## config.mk

```make
export PLATFORM = sky130hd
export DESIGN_NAME = wdt4_top
export DESIGN_NICKNAME = d
export VERILOG_FILES = /design/src/rtl/wdt4_pkg.sv /design/src/rtl/wdt4_regs.sv /design/src/rtl/wdt4_tick.sv /design/src/rtl/wdt4_seq.sv /design/src/rtl/wdt4_stretch.sv /design/src/rtl/wdt4_top.sv
export SDC_FILE = /design/constraint.sdc
export NUM_CORES = 1
export LEC_CHECK = 0
export BUFFER_PORTS_ARGS = -buffer_cell sky130_fd_sc_hd__clkbuf_2
export CORE_UTILIZATION = 35
export CTS_CLUSTER_DIAMETER = 60
export DETAILED_ROUTE_END_ITERATION = 8
export MAX_ROUTING_LAYER = met4
export PLACE_DENSITY = 0.59
export SETUP_SLACK_MARGIN = 0.2
export SKIP_LAST_GASP = 1
export SYNTH_ARGS = -nofsm -noshare
export SYNTH_HDL_FRONTEND = slang
export SYNTH_HIERARCHICAL = 1
export SYNTH_SLANG_ARGS = --single-unit
export TNS_END_PERCENT = 5
```

## constraint.sdc

```tcl
create_clock -name clk -period 9.1 [get_ports clk]
set_clock_uncertainty 0.2 [all_clocks]
set_input_delay 1.365 -clock clk [delete_from_list [all_inputs] [get_ports clk]]
set_output_delay 1.365 -clock clk [all_outputs]
set_load 0.02 [all_outputs]
```

## src/rtl/wdt4_pkg.sv

```systemverilog
package wdt4_pkg;

  typedef enum logic [1:0] {
    ACT_NONE = 2'd0,
    ACT_IRQ  = 2'd1,
    ACT_CPU  = 2'd2,
    ACT_SYS  = 2'd3
  } wdt_act_e;

  typedef struct packed {
    logic [2:0] sys_len;
    logic [2:0] cpu_len;
    logic [7:0] acts;
    logic       boot_en;
    logic       edge_en;
    logic       level_en;
    logic       run_en;
  } wdt_cfg_t;

  localparam int CFG_W    = $bits(wdt_cfg_t);
  localparam int NSTAGE   = 4;
  localparam int ADR_KEY  = 0;
  localparam int ADR_CFG  = 1;
  localparam int ADR_PSC  = 2;
  localparam int ADR_FEED = 3;
  localparam int ADR_THR0 = 4;
  localparam int ADR_IEN  = 8;
  localparam int ADR_ICLR = 9;

endpackage

```

## src/rtl/wdt4_regs.sv

```systemverilog
module wdt4_regs
  import wdt4_pkg::*;
#(
  parameter int          AW       = 4,
  parameter int          DW       = 32,
  parameter int          PW       = 16,
  parameter logic [DW-1:0] KEY    = 32'hA5C3_0F96,
  parameter logic        BOOT_RST = 1'b0
) (
  input  logic                  clk,
  input  logic                  rst_n,
  input  logic                  wr_en,
  input  logic [AW-1:0]         wr_addr,
  input  logic [DW-1:0]         wr_data,
  input  logic                  raw_set,
  output wdt_cfg_t              cfg,
  output logic [PW-1:0]         psc,
  output logic [NSTAGE-1:0][DW-1:0] thr,
  output logic                  feed,
  output logic                  int_ena,
  output logic                  int_raw
);

  logic [DW-1:0] key_q;
  logic          unlocked;
  logic          we_key, we_cfg, we_psc, we_ien, we_iclr;
  logic [NSTAGE-1:0] we_thr;
  logic          raw_d;

  always_comb begin
    unlocked = (key_q == KEY);
    we_key   = wr_en && (wr_addr == AW'(ADR_KEY));
    we_cfg   = wr_en && unlocked && (wr_addr == AW'(ADR_CFG));
    we_psc   = wr_en && unlocked && (wr_addr == AW'(ADR_PSC));
    feed     = wr_en && unlocked && (wr_addr == AW'(ADR_FEED));
    we_ien   = wr_en && (wr_addr == AW'(ADR_IEN));
    we_iclr  = wr_en && (wr_addr == AW'(ADR_ICLR));
    if (raw_set)                      raw_d = 1'b1;
    else if (we_iclr && wr_data[0])   raw_d = 1'b0;
    else                              raw_d = int_raw;
  end

  always_ff @(posedge clk or negedge rst_n) begin
    if (!rst_n) begin
      key_q       <= '0;
      cfg         <= '0;
      cfg.boot_en <= BOOT_RST;
      psc         <= '0;
      int_ena     <= 1'b0;
      int_raw     <= 1'b0;
    end else begin
      if (we_key) key_q   <= wr_data;
      if (we_cfg) cfg     <= wdt_cfg_t'(wr_data[CFG_W-1:0]);
      if (we_psc) psc     <= wr_data[PW-1:0];
      if (we_ien) int_ena <= wr_data[0];
      int_raw <= raw_d;
    end
  end

  for (genvar g = 0; g < NSTAGE; g++) begin : g_thr
    assign we_thr[g] = wr_en && unlocked && (wr_addr == AW'(ADR_THR0 + g));
    always_ff @(posedge clk or negedge rst_n) begin
      if (!rst_n)         thr[g] <= '0;
      else if (we_thr[g]) thr[g] <= wr_data;
    end
  end

endmodule

```

## src/rtl/wdt4_tick.sv

```systemverilog
module wdt4_tick #(
  parameter int PW = 16
) (
  input  logic          clk,
  input  logic          rst_n,
  input  logic          run,
  input  logic          clr,
  input  logic [PW-1:0] psc,
  output logic          tick
);

  logic [PW-1:0] cnt_q, cnt_d, limit;

  always_comb begin
    limit = (psc == '0) ? '0 : psc - 1'b1;
    tick  = run && !clr && (cnt_q >= limit);
    if (!run || clr || tick) cnt_d = '0;
    else                     cnt_d = cnt_q + 1'b1;
  end

  always_ff @(posedge clk or negedge rst_n) begin
    if (!rst_n) cnt_q <= '0;
    else        cnt_q <= cnt_d;
  end

endmodule

```

## src/rtl/wdt4_seq.sv

```systemverilog
module wdt4_seq
  import wdt4_pkg::*;
#(
  parameter int DW = 32
) (
  input  logic                      clk,
  input  logic                      rst_n,
  input  logic                      run,
  input  logic                      clr,
  input  logic                      tick,
  input  logic [NSTAGE-1:0][DW-1:0] thr,
  input  logic [2*NSTAGE-1:0]       acts,
  output logic                      expire,
  output wdt_act_e                  exp_act
);

  localparam int SW = $clog2(NSTAGE);

  logic [SW-1:0] stg_q, stg_d;
  logic [DW-1:0] cnt_q, cnt_d, cur_thr, last;

  always_comb begin
    cur_thr = thr[stg_q];
    last    = (cur_thr == '0) ? '0 : cur_thr - 1'b1;
    expire  = tick && (cnt_q >= last);
    exp_act = wdt_act_e'(acts[2*stg_q +: 2]);
    stg_d   = stg_q;
    cnt_d   = cnt_q;
    if (!run || clr) begin
      stg_d = '0;
      cnt_d = '0;
    end else if (expire) begin
      stg_d = stg_q + 1'b1;
      cnt_d = '0;
    end else if (tick) begin
      cnt_d = cnt_q + 1'b1;
    end
  end

  always_ff @(posedge clk or negedge rst_n) begin
    if (!rst_n) begin
      stg_q <= '0;
      cnt_q <= '0;
    end else begin
      stg_q <= stg_d;
      cnt_q <= cnt_d;
    end
  end

endmodule

```

## src/rtl/wdt4_stretch.sv

```systemverilog
module wdt4_stretch #(
  parameter int UNIT = 8
) (
  input  logic       clk,
  input  logic       rst_n,
  input  logic       start,
  input  logic [2:0] len,
  output logic       pulse
);

  localparam int MAXL = 8 * UNIT;
  localparam int CW   = $clog2(MAXL + 1);

  logic [CW-1:0] cnt_q, cnt_d;

  always_comb begin
    if (start)             cnt_d = CW'((32'(len) + 1) * UNIT);
    else if (cnt_q != '0)  cnt_d = cnt_q - 1'b1;
    else                   cnt_d = '0;
    pulse = (cnt_q != '0);
  end

  always_ff @(posedge clk or negedge rst_n) begin
    if (!rst_n) cnt_q <= '0;
    else        cnt_q <= cnt_d;
  end

endmodule

```

## src/rtl/wdt4_top.sv

```systemverilog
module wdt4_top
  import wdt4_pkg::*;
#(
  parameter int            AW         = 4,
  parameter int            DW         = 32,
  parameter int            PW         = 16,
  parameter logic [DW-1:0] KEY        = 32'hA5C3_0F96,
  parameter int            PULSE_UNIT = 8,
  parameter logic          BOOT_RST   = 1'b0
) (
  input  logic          clk,
  input  logic          rst_n,
  input  logic          wr_en,
  input  logic [AW-1:0] wr_addr,
  input  logic [DW-1:0] wr_data,
  output logic          irq_level,
  output logic          irq_edge,
  output logic          int_raw,
  output logic          cpu_rst,
  output logic          sys_rst
);

  logic [1:0]                rst_sync_q;
  logic                      rst_n_s;
  wdt_cfg_t                  cfg;
  logic [PW-1:0]             psc;
  logic [NSTAGE-1:0][DW-1:0] thr;
  logic                      feed, int_ena, run, tick, expire, raw_set, edge_d, edge_q;
  wdt_act_e                  exp_act;
  logic [1:0]                rst_start;
  logic [1:0][2:0]           rst_len;
  logic [1:0]                rst_pulse;

  // reset asserts at once, releases two clocks later
  always_ff @(posedge clk or negedge rst_n) begin
    if (!rst_n) rst_sync_q <= '0;
    else        rst_sync_q <= {rst_sync_q[0], 1'b1};
  end
  assign rst_n_s = rst_sync_q[1];

  wdt4_regs #(.AW(AW), .DW(DW), .PW(PW), .KEY(KEY), .BOOT_RST(BOOT_RST)) u_regs (
    .clk, .rst_n(rst_n_s), .wr_en, .wr_addr, .wr_data, .raw_set,
    .cfg, .psc, .thr, .feed, .int_ena, .int_raw
  );

  assign run = cfg.run_en | cfg.boot_en;

  wdt4_tick #(.PW(PW)) u_tick (
    .clk, .rst_n(rst_n_s), .run, .clr(feed), .psc, .tick
  );

  wdt4_seq #(.DW(DW)) u_seq (
    .clk, .rst_n(rst_n_s), .run, .clr(feed), .tick, .thr, .acts(cfg.acts),
    .expire, .exp_act
  );

  always_comb begin
    raw_set      = expire && (exp_act == ACT_IRQ);
    edge_d       = raw_set && cfg.edge_en && int_ena;
    rst_start[0] = expire && (exp_act == ACT_CPU);
    rst_start[1] = expire && (exp_act == ACT_SYS);
    rst_len[0]   = cfg.cpu_len;
    rst_len[1]   = cfg.sys_len;
    irq_level    = int_raw && int_ena && cfg.level_en;
    irq_edge     = edge_q;
    cpu_rst      = rst_pulse[0];
    sys_rst      = rst_pulse[1];
  end

  always_ff @(posedge clk or negedge rst_n_s) begin
    if (!rst_n_s) edge_q <= 1'b0;
    else          edge_q <= edge_d;
  end

  for (genvar g = 0; g < 2; g++) begin : g_rst
    wdt4_stretch #(.UNIT(PULSE_UNIT)) u_stretch (
      .clk, .rst_n(rst_n_s), .start(rst_start[g]), .len(rst_len[g]), .pulse(rst_pulse[g])
    );
  end

endmodule

```

After elaboration in Yosys (flattened, before gate mapping)
Index checks and enable logic that the tools add are counted. W data, S select, Z words.

Bits in read-only memories: 0. Latch bits: 0. Bits of input ports: 39. Word-level logic and storage cells: 99. Bits in writable memories: 0. Output and inout port bits: 5. Memories kept: 0. Flip-flop bits (word level): 263.

Equal/unequal tests: 13. Reduce and logical (&&, ||, !) cells: 34. $add $sub $neg: 9. $lt $le $gt $ge: 3. Divide/modulo/power cells: 0. Bitwise operators: 1. Shift operators: 1. Multiply operators: 0. Mux-type cells: 16.

Operators with widths (count): $mux W32 (5); $bmux W32 S2 (1); $add A32 B1 Y32 const B (1); $eq A32 B32 Y1 const B (1); $ge A32 B32 Y1 (1); $logic_not A32 Y1 (1); $mux W16 (2); $sub A32 B1 Y32 const B (1); $mux W7 (4); $logic_and A1 B1 Y1 (22); $add A16 B1 Y16 const B (1); $eq A4 B3 Y1 const B (4); $ge A16 B16 Y1 (1); $logic_not A16 Y1 (1); $sub A16 B1 Y16 const B (1); $reduce_bool A7 Y1 (2); $sub A7 B1 Y7 const B (2); $add A3 B1 Y4 const B (2); $eq A4 B2 Y1 const B (2); $eq A4 B4 Y1 const B (2); $shiftx A8 B4 Y2 (1); $eq A2 B2 Y1 const B (2); $eq A4 B1 Y1 const B (1); $logic_not A4 Y1 (1); other kinds (10) (15).

Logic depth before layout (Yosys ltp)
Depth after elaboration: 10. Mapped depth: 23. Depth with buffers taken out: 20.

Modules after synthesis
The synthesis kept the hierarchy.

By module, submodules not included: wdt4_regs (area each 7604.8 µm², seq. area each 4904.7 µm², cells each 455, instances 1); wdt4_seq (area each 4022.6 µm², seq. area each 850.8 µm², cells each 430, instances 1); wdt4_tick (area each 1480.2 µm², seq. area each 400.4 µm², cells each 176, instances 1); wdt4_stretch (area each 424.2 µm², seq. area each 175.2 µm², cells each 43, instances 2); wdt4_top (area each 127.6 µm², seq. area each 75.1 µm², cells each 13, instances 1).

Worst setup path before layout
No wires, ideal clock.

Path type: flip-flop to flip-flop. From: register u_seq.stg_q[1]. To: register g_rst[1].u_stretch.cnt_q[6]. Setup time: 0.095 ns. Required time: 8.805 ns. Arrival time: 4.832 ns. Path slack: 3.973 ns. Stages on the path, launching flop included: 23. Period minus slack after synthesis: 5.127 ns. Buffers on the path: 3. Cell sequence: dfrtp_1 > clkbuf_1 > buf_2 > clkbuf_1 > mux4_2 > inv_1 > ha_1 > inv_1 > nor4_2 > nand4_1 > nor4_1 > xor2_1 > nand2_1 > ha_1 > a21oi_1 > nand2_1 > a221oi_1 > o22a_1 > nand2_1 > and3_2 > inv_1 > o21ai_0 > o31ai_1.

Cells in the longest elaborated chain, start to end: 8. Elaborated cells between the ends (all ways): 11. Classes of those cells: add/sub: 1; order compare: 1; eq/ne: 1; shift: 1; mux: 4; reduce/logical: 3.

Ends and longest elaborated chain: from (decl) (line wdt4_seq.sv:19) `logic [SW-1:0] stg_q, stg_d;`; from (signal assigned) (line wdt4_seq.sv:45) `stg_q <= stg_d;`; $bmux W32 S2 (*) (line wdt4_seq.sv:23) `cur_thr = thr[stg_q];`; $mux W32 (not written as such) (*) (line wdt4_seq.sv:23); $sub A32 B1 Y32 or $logic_not A32 Y1 (tied branches) (line wdt4_seq.sv:24) `last = (cur_thr == '0) ? '0 : cur_thr - 1'b1;`; $mux W32 (*) (line wdt4_seq.sv:24); $ge A32 B32 Y1 (*) (line wdt4_seq.sv:25) `expire = tick && (cnt_q >= last);`; $logic_and A1 B1 Y1 (*) (line wdt4_seq.sv:25); net expire (line wdt4_top.sv:28) `logic feed, int_ena, run, tick, expire, raw_set, edge_d, edge_q;`; $logic_and A1 B1 Y1 (*) (line wdt4_top.sv:61) `rst_start[1] = expire && (exp_act == ACT_SYS);`; net rst_start[1] (line wdt4_top.sv:30) `logic [1:0] rst_start;`; $mux W7 (*) (line wdt4_stretch.sv:17) `if (start) cnt_d = CW'((32'(len) + 1) * UNIT);`; net g_rst[1].u_stretch.cnt_d[6] (line wdt4_stretch.sv:14) `logic [CW-1:0] cnt_q, cnt_d;`; to (signal assigned) (line wdt4_stretch.sv:25) `else cnt_q <= cnt_d;`; to (decl) (line wdt4_stretch.sv:14).

Mark *: on every way through the listed nets, which the timed path passes. The rest lies on a longest branch. The select of a mux whose other input is x is not followed. A chain may end at the register's enable or synchronous reset.

Worst setup path after layout
From: register u_seq.stg_q[0]. To: register u_seq.cnt_q[25].

Cells in the longest elaborated chain, start to end: 8. Elaborated cells between the ends (all ways): 10. Classes of those cells: add/sub: 1; order compare: 1; mux: 5; reduce/logical: 3.

Ends and longest elaborated chain: $bmux W32 S2 (*) (line wdt4_seq.sv:23); $mux W32 (not written as such) (*) (line wdt4_seq.sv:23); $sub A32 B1 Y32 or $logic_not A32 Y1 (tied branches) (line wdt4_seq.sv:24); $mux W32 (*) (line wdt4_seq.sv:24); $ge A32 B32 Y1 (*) (line wdt4_seq.sv:25); $logic_and A1 B1 Y1 (*) (line wdt4_seq.sv:25); $mux W32 (line wdt4_seq.sv:32) `end else if (expire) begin`; $mux W32 (line wdt4_seq.sv:29) `if (!run || clr) begin`; to (signal assigned) (line wdt4_seq.sv:46) `cnt_q <= cnt_d;`; to (decl) (line wdt4_seq.sv:20) `logic [DW-1:0] cnt_q, cnt_d, cur_thr, last;`.

Every way passes the cells marked *; elsewhere a longest branch is shown, timed or not. The select of a mux whose other input is x is not followed.

==> results.md <==
- The synthesis warning total is 6.
- The flop-to-flop setup slack is 2.77 ns.
- The later pin in the worst-skew pair is clocked with a latency of 0.54 ns.
- The number of antenna violations at the first check in global routing is 0.
- The per-cell routed wire length is 17.9 µm.
- The worst ir drop on vdd is 0.000118 V.
- The cell-internal power is 0.00210 W.
- The total die area is 0.0410 mm².
- The startpoint kind of the worst setup timing path is a flop.
- The worst setup path is of the flop to flop kind.
- The synthesized instance count is 1,160.
- Of the post-synthesis cell area, the dominant cell type holds 0.467.
- Pin placement for this block handled 44 I/O pins.
- In the post-synthesis netlist, the cell with the most instances is sky130_fd_sc_hd__dfrtp_1.
- The number of antenna cells inserted is 0.
- The kind of path behind the tightest hold check is flop to async pin.
- The clock network power share is 0.510.
- The portion of synthesized area spent on multiplexers is 0.218.
- The fraction of the mapped netlist area in adder cells is 0.0533.
- Counting every net in the synthesized netlist gives 1,259.
- The share of the Yosys chip area taken by registers is 0.467.
- The H-tree depth is 2.
- The total grt overflow is 0.
- The share of the synthesized netlist area taken by xor and xnor gates is 0.0560.
- The normalized max-slew margin is 0.196.
- The number of DRC violations after detailed-routing iteration 0 is 528.
- The final RePlAce weighted congestion is 0.825.
- The clock transition at the register clock pins on the worst setup and hold paths after CTS is 0.06 ns.
- The clock passes through at most 3 buffers.
- The fraction of the cycle the final worst path needs is 0.696.
- The detailed-route vias per instance is 5.15.
- The flow ran to the end, and the final reports show no timing, DRC or antenna violations.
- The leakage power of the design is 7.61 nW.
- Measured in cells, the most critical reg-to-reg path has a length of 13.
- Of the total synthesized cell area, the portion taken by AND, OR, NAND and NOR gates is 0.148.
- The post-synthesis compound-gate area fraction is 0.0346.
- Of the total power, combinational logic draws 0.037.
- The number of hold buffers added after CTS is 0.
- Of the cells placed in the final design, the portion with a size suffix greater than 1 is 0.197.
- In the final timing run, aggregate negative setup slack is 0 ns.
- Sorting the synthesized cells by area gives the leading types as sky130_fd_sc_hd__dfrtp_1 (47%), sky130_fd_sc_hd__mux2_1 (10%), sky130_fd_sc_hd__ha_1 (5.3%), sky130_fd_sc_hd__mux4_2 (4.5%), sky130_fd_sc_hd__mux2_2 (4.4%).
- The die is 203 µm wide.
- The initial utilization of the core area, before any placement, comes to 0.354.
- The synthesis-stage register bit count is 263.
- Of all flip-flops after synthesis, the portion carrying an async set or reset was 1.00.
- TritonCTS built the clock tree.
- The post-synth design cell area is 0.0141 mm².
- The post-synthesis average cell area is 12.1 µm².
- The wire length of the first global-routing pass is 51,800 µm.
- The HPWL reported at the end of detailed placement is 22,300 µm.
- Wires add up to 31,500 µm.
- The master cell of the clock root buffer is sky130_fd_sc_hd__clkbuf_16.
- For the pin with the worst max-slew slack, the measured transition is 1.19 ns.
- Before antenna repair, the detailed router went through 5 iterations.
- The routed design could run at a clock period as short as 6.33 ns.
- For the worst setup path, the data required time is 9.33 ns.
- The combinational family with the most area after synthesis is multiplexers.
- Setup violations remaining at the end of the flow were counted as 0.
- The initialized floorplan defines 73 standard-cell rows.
- The nature of the critical path endpoint is a flop.
- The hold violation count in the final report was 0.
- The worst slack on hold paths is 0.138 ns.
- In the global route stage, overall resource usage came out at 0.166.
- The completed layout was analyzed and its total power is 0.00271 W.
- Of all nets on the critical path, the largest fanout is 28.
- The worst register-to-register path ends at u_seq/cnt_q[25]$_DFFE_PN0P_.
- The number of clock buffers added by TritonCTS is 34.
- The via count of the first global-routing pass is 9,294.
- Dividing total power by cell area gives a power density of 169 mW/mm².
- The post-synthesis to final-layout area growth is 13.7%.
- The number of setup buffers added after CTS is 0.
- The vertical die dimension is 203 µm.
- The number of flops mapped to enable cells by yosys is 0.
- The floorplan step defined a core boundary enclosing 0.0397 mm².
- In this run the worst setup path begins at u_seq/stg_q[0]$_DFFE_PN0P_.
- The cell taking the most area after synthesis is sky130_fd_sc_hd__dfrtp_1.
- Gates resized during post-CTS repair numbered 0.
- Setup repair after global routing left no endpoint under its margin.
- The quantity of I/O buffers inserted on ports is 43.
- The tool flagged a number of max-cap violations equal to 0.
- For this run, the top clock speed supported by timing is 158 MHz.
- In this run the remaining antenna-violating nets after routing total 0.
- The net total in the final layout is 1,311.
- The reg-to-reg critical path startpoint is u_seq/stg_q[0]$_DFFE_PN0P_.
- After detailed routing, the number of remaining DRC violations is 0.
- The switching share of power is 0.223.
- The sequential share of power is 0.453.
- Yosys mapped the design onto 75 distinct sky130hd cell types.
- The overall via count from detail_route is 9,079.
- The endpoint arrival time on the critical path is 6.56 ns.
- The final max-slew violation count was 0.
- By count the netlist is led by sky130_fd_sc_hd__dfrtp_1 (263), sky130_fd_sc_hd__mux2_1 (130), sky130_fd_sc_hd__nand2_1 (101).
- The clock net sink count is 263.
- Entering global routing, the biggest net connects 77 pins.
- In the synthesized netlist the dominant register cell turns out to be sky130_fd_sc_hd__dfrtp_1.
- The switching power total is 0.000605 W.
-- per-stage QoR --
step,worst slack [ns],std cells,area [µm²],util
CTS,2.72,1762,16000,0.403
finish,2.77,1762,16000,0.403
global route,2.16,1762,16000,0.403
detailed placement,2.76,1701,14800,0.373
global placement,2.87,1701,14800,0.373
floorplan,1.03,1160,14100,-
-- routing by layer --
metal / track usage / wire (µm) / vias to the layer above / part of all wire
met3: 0.0265 / 1060 / 46 / 0.034
met2: 0.251 / 14400 / 124 / 0.46
met4: 0.0529 / 646 / 0 / 0.020
met1: 0.228 / 15400 / 4603 / 0.49
met5: - / 0 / - / 0
li1: - / - / 4306 / -
-- sequential cells by signal, indices dropped and copies added (netlist names), 14 cells and up --
register               flops
g_rst.u_stretch/cnt_q     14
u_regs/cfg                18
u_regs/key_q              32
u_regs/psc                16
u_regs/thr               128
u_seq/cnt_q               32
u_tick/cnt_q              16
-- layout by cell type (no fill, tap or decap), drive strengths merged, types with 8 or more instances in the layout --
cell type  synthesis  layout
nor4              22      22
xor2              57      57
clkbuf            11      93
or2                9       9
buf               27      11
nand2            106     106
o21ai             17      17
nand4             29      29
ha                60      60
a21oi             21      21
or3                8       8
mux2             195     195
nor3              25      25
xnor2             33      33
nand3             26      26
nand2b            15      15
dfrtp            263     263
nor2              95      95
and4               8       8
mux4              34      34
inv               23      26
-- power groups by stage --
stage	logic, W	clock network [W]	registers, W
after floorplan	0.0000506	0	0.00125
after global placement	0.000102	0	0.00125
after detailed placement	0.000104	0	0.00125
after CTS	0.000104	0.00142	0.00123
after global routing	0.000112	0.00147	0.00123
final	0.000101	0.00138	0.00123
-- cell type report --
cell class	instances	area, µm²
fillers	3763	23700
multi-input cells	836	7190
flip-flops and latches	263	6590
clock buffers	50	1000
well taps	525	657
repair buffers	54	310
clock inverters	11	173
inverters	23	86.3
-- critical path, cell delays in order (launching register included) --
cell,delay (ns)
sky130_fd_sc_hd__dfrtp_2,0.94
sky130_fd_sc_hd__mux4_1,0.76
sky130_fd_sc_hd__nor4_1,0.64
sky130_fd_sc_hd__nand4_1,0.54
sky130_fd_sc_hd__nor4_2,0.38
sky130_fd_sc_hd__xor2_1,0.26
sky130_fd_sc_hd__nand2_1,0.10
sky130_fd_sc_hd__ha_1,0.30
sky130_fd_sc_hd__nand4_1,0.15
sky130_fd_sc_hd__inv_1,0.06
sky130_fd_sc_hd__a221oi_1,0.36
sky130_fd_sc_hd__o22a_1,0.35
sky130_fd_sc_hd__nand3_1,0.82
sky130_fd_sc_hd__nor2_1,0.33
-- kinds of logic after synthesis --
logic type	after synthesis
multiplexers	234
flip-flops	263
adder cells (fa/ha/maj)	60
buffers and inverters	61
XOR/XNOR	90
AO/OA/AOI/OAI	69
other	1
AND/OR/NAND/NOR	382
-- worst max-delay path by stage --
stage | end | slack (ns) | depth (start not counted)
after floorplan | g_rst[0].u_stretch/cnt_q[0]$_DFF_PN0_ | 1.03 | 0
after global placement | u_seq/cnt_q[27]$_DFFE_PN0P_ | 2.87 | 13
after detailed placement | u_seq/cnt_q[4]$_DFFE_PN0P_ | 2.76 | 13
after CTS | u_seq/cnt_q[5]$_DFFE_PN0P_ | 2.72 | 13
after global routing | u_seq/cnt_q[13]$_DFFE_PN0P_ | 2.16 | 13
final | u_seq/cnt_q[25]$_DFFE_PN0P_ | 2.77 | 13
Power figures use the tool's default switching activity.
